--- config.mk ---
export PLATFORM = sky130hd
export DESIGN_NAME = txtrig_ctrl
export DESIGN_NICKNAME = d
export VERILOG_FILES = /design/src/rtl/txtrig_pkg.sv /design/src/rtl/txtrig_calc.sv /design/src/rtl/txtrig_seq.sv /design/src/rtl/txtrig_ctrl.sv
export SDC_FILE = /design/constraint.sdc
export NUM_CORES = 1
export LEC_CHECK = 0
export BUFFER_PORTS_ARGS = -buffer_cell sky130_fd_sc_hd__buf_2
export CAP_MARGIN = 5
export CORE_MARGIN = 4
export CORE_UTILIZATION = 50
export DETAILED_ROUTE_END_ITERATION = 12
export HOLD_SLACK_MARGIN = 0.08
export PLACE_DENSITY = 0.77
export SYNTH_ARGS = -nofsm -noshare
export SYNTH_HDL_FRONTEND = slang
export SYNTH_SLANG_ARGS = --single-unit
--- constraint.sdc ---
create_clock -name clk -period 5.7 [get_ports clk]
set_input_delay 0.285 -clock clk [delete_from_list [all_inputs] [get_ports clk]]
set_output_delay 0.285 -clock clk [all_outputs]
set_load 0.02 [all_outputs]
--- src/rtl/txtrig_pkg.sv ---
package txtrig_pkg;
  typedef enum logic [1:0] {
    ST_IDLE = 2'd0,
    ST_MASK = 2'd1,
    ST_UPD  = 2'd2
  } txtrig_state_t;

  typedef enum logic {
    OP_DEC = 1'b0,
    OP_INC = 1'b1
  } txtrig_op_t;
endpackage

--- src/rtl/txtrig_calc.sv ---
module txtrig_calc #(
  parameter int LVL_W = 6
) (
  input  logic [LVL_W-1:0]   cur,
  input  logic [LVL_W-1:0]   lo,
  input  logic [LVL_W-1:0]   hi,
  input  txtrig_pkg::txtrig_op_t op,
  output logic [LVL_W-1:0]   nxt,
  output logic               refuse
);
  localparam int EXT_W = LVL_W + 1;

  logic [EXT_W-1:0] gap;
  logic [EXT_W-1:0] step;
  logic [EXT_W-1:0] raised;

  always_comb begin
    gap    = (hi > cur) ? ({1'b0, hi} - {1'b0, cur}) : '0;
    step   = gap >> 1;
    raised = {1'b0, cur} + step;
    nxt    = cur;
    refuse = 1'b0;
    if (op == txtrig_pkg::OP_INC) begin
      if (step == '0) refuse = 1'b1;
      else            nxt    = raised[LVL_W-1:0];
    end else begin
      if (cur == '0 || (cur - 1'b1) < lo) refuse = 1'b1;
      else                                nxt    = cur - 1'b1;
    end
  end
endmodule

--- src/rtl/txtrig_seq.sv ---
module txtrig_seq (
  input  logic clk,
  input  logic rst_n,
  input  logic inc_req,
  input  logic dec_req,
  output txtrig_pkg::txtrig_op_t op_q,
  output logic hold,
  output logic commit
);
  import txtrig_pkg::*;

  txtrig_state_t st_q, st_d;

  always_comb begin
    st_d = st_q;
    case (st_q)
      ST_IDLE: if (inc_req || dec_req) st_d = ST_MASK;
      ST_MASK: st_d = ST_UPD;
      ST_UPD:  st_d = ST_IDLE;
      default: st_d = ST_IDLE;
    endcase
  end

  always_ff @(posedge clk or negedge rst_n) begin
    if (!rst_n) begin
      st_q <= ST_IDLE;
      op_q <= OP_DEC;
    end else begin
      st_q <= st_d;
      if (st_q == ST_IDLE && (inc_req || dec_req))
        op_q <= inc_req ? OP_INC : OP_DEC;
    end
  end

  assign hold   = (st_q != ST_IDLE);
  assign commit = (st_q == ST_UPD);

  a_r7_hold_two: assert property (@(posedge clk) disable iff (!rst_n)
    $rose(hold) |=> hold);
  a_r7_hold_ends: assert property (@(posedge clk) disable iff (!rst_n)
    (hold && $past(hold)) |=> !hold);
  a_r9_op_stable: assert property (@(posedge clk) disable iff (!rst_n)
    (hold && $past(hold)) |-> $stable(op_q));
endmodule

--- src/rtl/txtrig_ctrl.sv ---
module txtrig_ctrl #(
  parameter int LVL_W       = 6,
  parameter int RESET_LEVEL = 1
) (
  input  logic             clk,
  input  logic             rst_n,
  input  logic             inc_req,
  input  logic             dec_req,
  input  logic [LVL_W-1:0] min_level,
  input  logic [LVL_W-1:0] max_level,
  input  logic             irq_en_in,
  output logic [LVL_W-1:0] level,
  output logic             done,
  output logic             limit_err,
  output logic             hold,
  output logic             irq_en_out
);
  import txtrig_pkg::*;

  localparam logic [LVL_W-1:0] LVL_RST = LVL_W'(RESET_LEVEL);

  txtrig_op_t       op_q;
  logic             commit;
  logic [LVL_W-1:0] lvl_q;
  logic [LVL_W-1:0] lvl_nxt;
  logic             refuse;

  txtrig_seq u_seq (
    .clk     (clk),
    .rst_n   (rst_n),
    .inc_req (inc_req),
    .dec_req (dec_req),
    .op_q    (op_q),
    .hold    (hold),
    .commit  (commit)
  );

  txtrig_calc #(.LVL_W(LVL_W)) u_calc (
    .cur    (lvl_q),
    .lo     (min_level),
    .hi     (max_level),
    .op     (op_q),
    .nxt    (lvl_nxt),
    .refuse (refuse)
  );

  always_ff @(posedge clk or negedge rst_n) begin
    if (!rst_n) begin
      lvl_q     <= LVL_RST;
      done      <= 1'b0;
      limit_err <= 1'b0;
    end else begin
      done <= commit;
      if (commit) begin
        limit_err <= refuse;
        lvl_q     <= lvl_nxt;
      end
    end
  end

  assign level      = lvl_q;
  assign irq_en_out = irq_en_in & ~hold;

  a_r7_level_moves_on_done: assert property (@(posedge clk) disable iff (!rst_n)
    !$stable(lvl_q) |-> done);
  a_r7_done_after_hold: assert property (@(posedge clk) disable iff (!rst_n)
    done |-> ($past(hold) && !hold));
  a_r8_irq_masked: assert property (@(posedge clk) disable iff (!rst_n)
    hold |-> !irq_en_out);
  a_r3_refused_keeps: assert property (@(posedge clk) disable iff (!rst_n)
    (done && limit_err) |-> $stable(lvl_q));
  a_r4_inc_grows: assert property (@(posedge clk) disable iff (!rst_n)
    (done && !limit_err && op_q == OP_INC) |-> (lvl_q > $past(lvl_q)));
endmodule

==> results_dict.tcl <==
set metrics [dict create \
    status "finished, final reports clean" \
    grt-ovfl-total 0 \
    die_w_um 59.9 \
    async_flop_share_pct 100 \
    multi_input_area_um2 985 \
    p_leak_nw 0.750 \
    seq_area_frac_synth_pct 20.6 \
    setup_viol 0 \
    drive_gt1_share_pct 19.5 \
    rsz0062_at_grt "no" \
    die_h_um 59.9 \
    cts_tree "built" \
    relSlewSlack_pct 41.5 \
    start_util_pct 53.3 \
    wl_per_cell_um 14.6 \
    final_min_period_over_clock_period_pct 63.2 \
    fin_nets 223 \
    clock_latency_ps 270 \
    maxCapViolations 0 \
    timing.final.crit_period_ps 3600 \
    fmax_mhz 278 \
    antenna_cells 0 \
    timing.critical_path.to_type "register" \
    antenna_found_initial 0 \
    startpoint_type "register" \
    dpl.cell_count 210 \
    track_usage_pct 18.7 \
    slew_viol_final 0 \
    critPathKind "register to register" \
    dp_slack_ps 2140 \
    grt_max_degree 25 \
    clk_pin_slew_ps 70 \
    root_buffer "clkbuf_4" \
    fin_cells 215 \
    ant_nets 0 \
    gp_congestion 0.891 \
    core_area_um2 2520 \
    finalPower_w 0.000957 \
    syn_inst 158 \
    clkPwrFrac_pct 5.7 \
    fin_area_um2 1530 \
    vias 1277 \
    cts_num_sinks 11 \
    fillCellCount 226 \
    yosys.area.top_type_share_pct 18.6 \
    arrival_ps 3720 \
    fin_skew_ps 2.09 \
    dp_hpwl_mm 2.53 \
    fin_setup_tns_ps 0 \
    cts_buffer_depth 2 \
    areaGrowthSynthToFinish_pct 13.4 \
    yosys.area.top_type "dfrtp_1" \
    critPathMaxFanout 10 \
    syn_area_um2 1350 \
    hold_class "primary input to register" \
    yosys_register_bits 11 \
    p_per_area_nw_per_um2 627 \
    p_comb_share_pct 75.4 \
    dr.pass1.iters 4 \
    row_count 18 \
    netlist_top_cells_area "dfrtp_1, ha_1, a21oi_1, inv_1, nor2_1" \
    grt_pass1_vias 1181 \
    place_area_um2 1490 \
    hold_violations 0 \
    syn_nets 195 \
    p_int_w 0.000457 \
    seq_power_share_pct 18.9 \
    port_buffers 26 \
    worst_pin_slew_ps 876 \
    yosysUniqueCellTypes 46 \
    synth_ff_type "dfrtp_1" \
    area.sequential_um2 277 \
    cp.required_ps 5820 \
    fin_ws_ps 2100 \
    max-vdd-ir-drop_mv 0.367 \
    p_sw_w 0.000500 \
    synth_warnings 0 \
    cts-buffers-inserted 3 \
    grt_first_pass_wirelength_mm 5.12 \
    viasPerCell 5.94 \
    route.detailed.drc 0 \
    die_area_um2 3580 \
    postCtsSetupRepairBufs 0 \
    synth_edf_count 0 \
    routed_wl_mm 3.14 \
    ctsHtreeMaxLevel 1 \
    pin_count 27 \
    synth.avg_cell_area_um2 8.51 \
    drt_iter0_markers 62 \
    power.share.switching_pct 52.2 \
]
==> through the flow <==
step | hold WS, ps | utilization [%]
2_1_floorplan | -10.6 | -
3_3_place_gp | 157 | 59.0
3_5_place_dp | 162 | 59.0
4_1_cts | 251 | 60.5
5_1_grt | 258 | 60.5
6_report | 246 | 60.5
==> layer usage <==
layer  global-route usage (%)  vias up  wire length (um)
met3                     1.94        5               206
met4                     5.70        0                37
met2                     31.2       46              1480
li1                         -      644                 -
met5                        0        -                 0
met1                     25.2      582              1420
==> Yosys cell counts, types with 2 or more instances <==
cell      count
o21ai_1       2
o211ai_1      4
nor3_1        5
o2111a_1      2
fa_1          2
a311oi_1      3
a21oi_1      12
inv_1        16
nor2b_1       3
clkbuf_1      2
o21a_1        2
nor2_1       16
and2_1        2
ha_1         18
nand3_1       6
nor4_1        3
dfrtp_1      10
o31ai_1       3
xnor2_1       5
o22ai_1       2
nand2_1       8
a21o_1        5
xor2_1        3
a311o_1       2
==> power groups by stage <==
stage	Sequential, W	Combinational (W)	Clock, W
2_1_floorplan	0.000182	0.000564	0
3_3_place_gp	0.000179	0.000704	0
3_5_place_dp	0.000181	0.000716	0
4_1_cts	0.000179	0.000722	0.0000529
5_1_grt	0.000190	0.000807	0.0000556
6_report	0.000181	0.000722	0.0000542
==> layout by cell type (no fill, tap or decap), types with 4 or more instances in the layout <==
cell	count
nand3_1	6
nor3_1	5
nor2_1	16
a21oi_1	12
nand2_1	8
xnor2_1	5
a21o_1	5
ha_1	18
dfrtp_1	10
inv_1	16
buf_2	26
o211ai_1	4
==> cell families (layout without fill, tap and decap cells) <==
kind of cell,after synthesis,in the layout,share of synthesized area [%]
AND/OR/NAND/NOR,50,50,19.3
multiplexers,1,1,0.837
adder cells (fa/ha/maj),20,20,19.7
flip-flops,11,11,20.6
AO/OA/AOI/OAI,47,47,26.5
buffers and inverters,20,47,6.23
XOR/XNOR,9,9,6.88
==> layout make-up <==
cell class | instances | area share (%)
Tap cell | 30 | 2.46
Clock buffer | 4 | 1.72
Sequential cell | 11 | 18.1
Timing Repair Buffer | 27 | 9.19
Inverter | 16 | 3.94
Multi-Input combinational cell | 127 | 64.6
==> state kept, by name, indices dropped and copies added, names as in the netlist <==
| name | cells |
|---|---|
| level | 6 |
| u_seq.st_q | 2 |
| done | 1 |
| limit_err | 1 |
| u_seq.op_q | 1 |
==> worst max-delay path, stage by stage, from the launching register on <==
cell	delay (ps)
dfrtp_1	430
inv_1	160
ha_1	440
nand3_1	200
a21o_1	230
nand2_1	140
o22ai_4	140
nor2_1	220
ha_1	280
a211oi_1	230
o21bai_1	110
a21oi_1	200
xnor3_1	330
nor4_1	250
a311oi_1	80
==> repair_timing <==
| action | in CTS | in global routing |
|---|---|---|
| gates resized for setup | 0 | 0 |
| hold endpoints to repair | 10 | 0 |
| hold buffers | 1 | 0 |
| endpoints found under the setup margin | 0 | 0 |
==> final timing paths <==
check	startpoint	to	slack, ps	cells past startpoint
max in group asynchronous	rst_n	level[0]$_DFFE_PN1P_	5020	2
min reg2reg	u_seq.st_q[1]$_DFFE_PN0P_	u_seq.st_q[1]$_DFFE_PN0P_	450	1
min in group asynchronous	rst_n	level[3]$_DFFE_PN0P_	420	2
max reg2reg	level[4]$_DFFE_PN0P_	level[5]$_DFFE_PN0P_	2100	14
min	dec_req	u_seq.st_q[0]$_DFFE_PN0P_	250	3
max	level[4]$_DFFE_PN0P_	level[5]$_DFFE_PN0P_	2100	14
(Power assumes the default switching activity.)
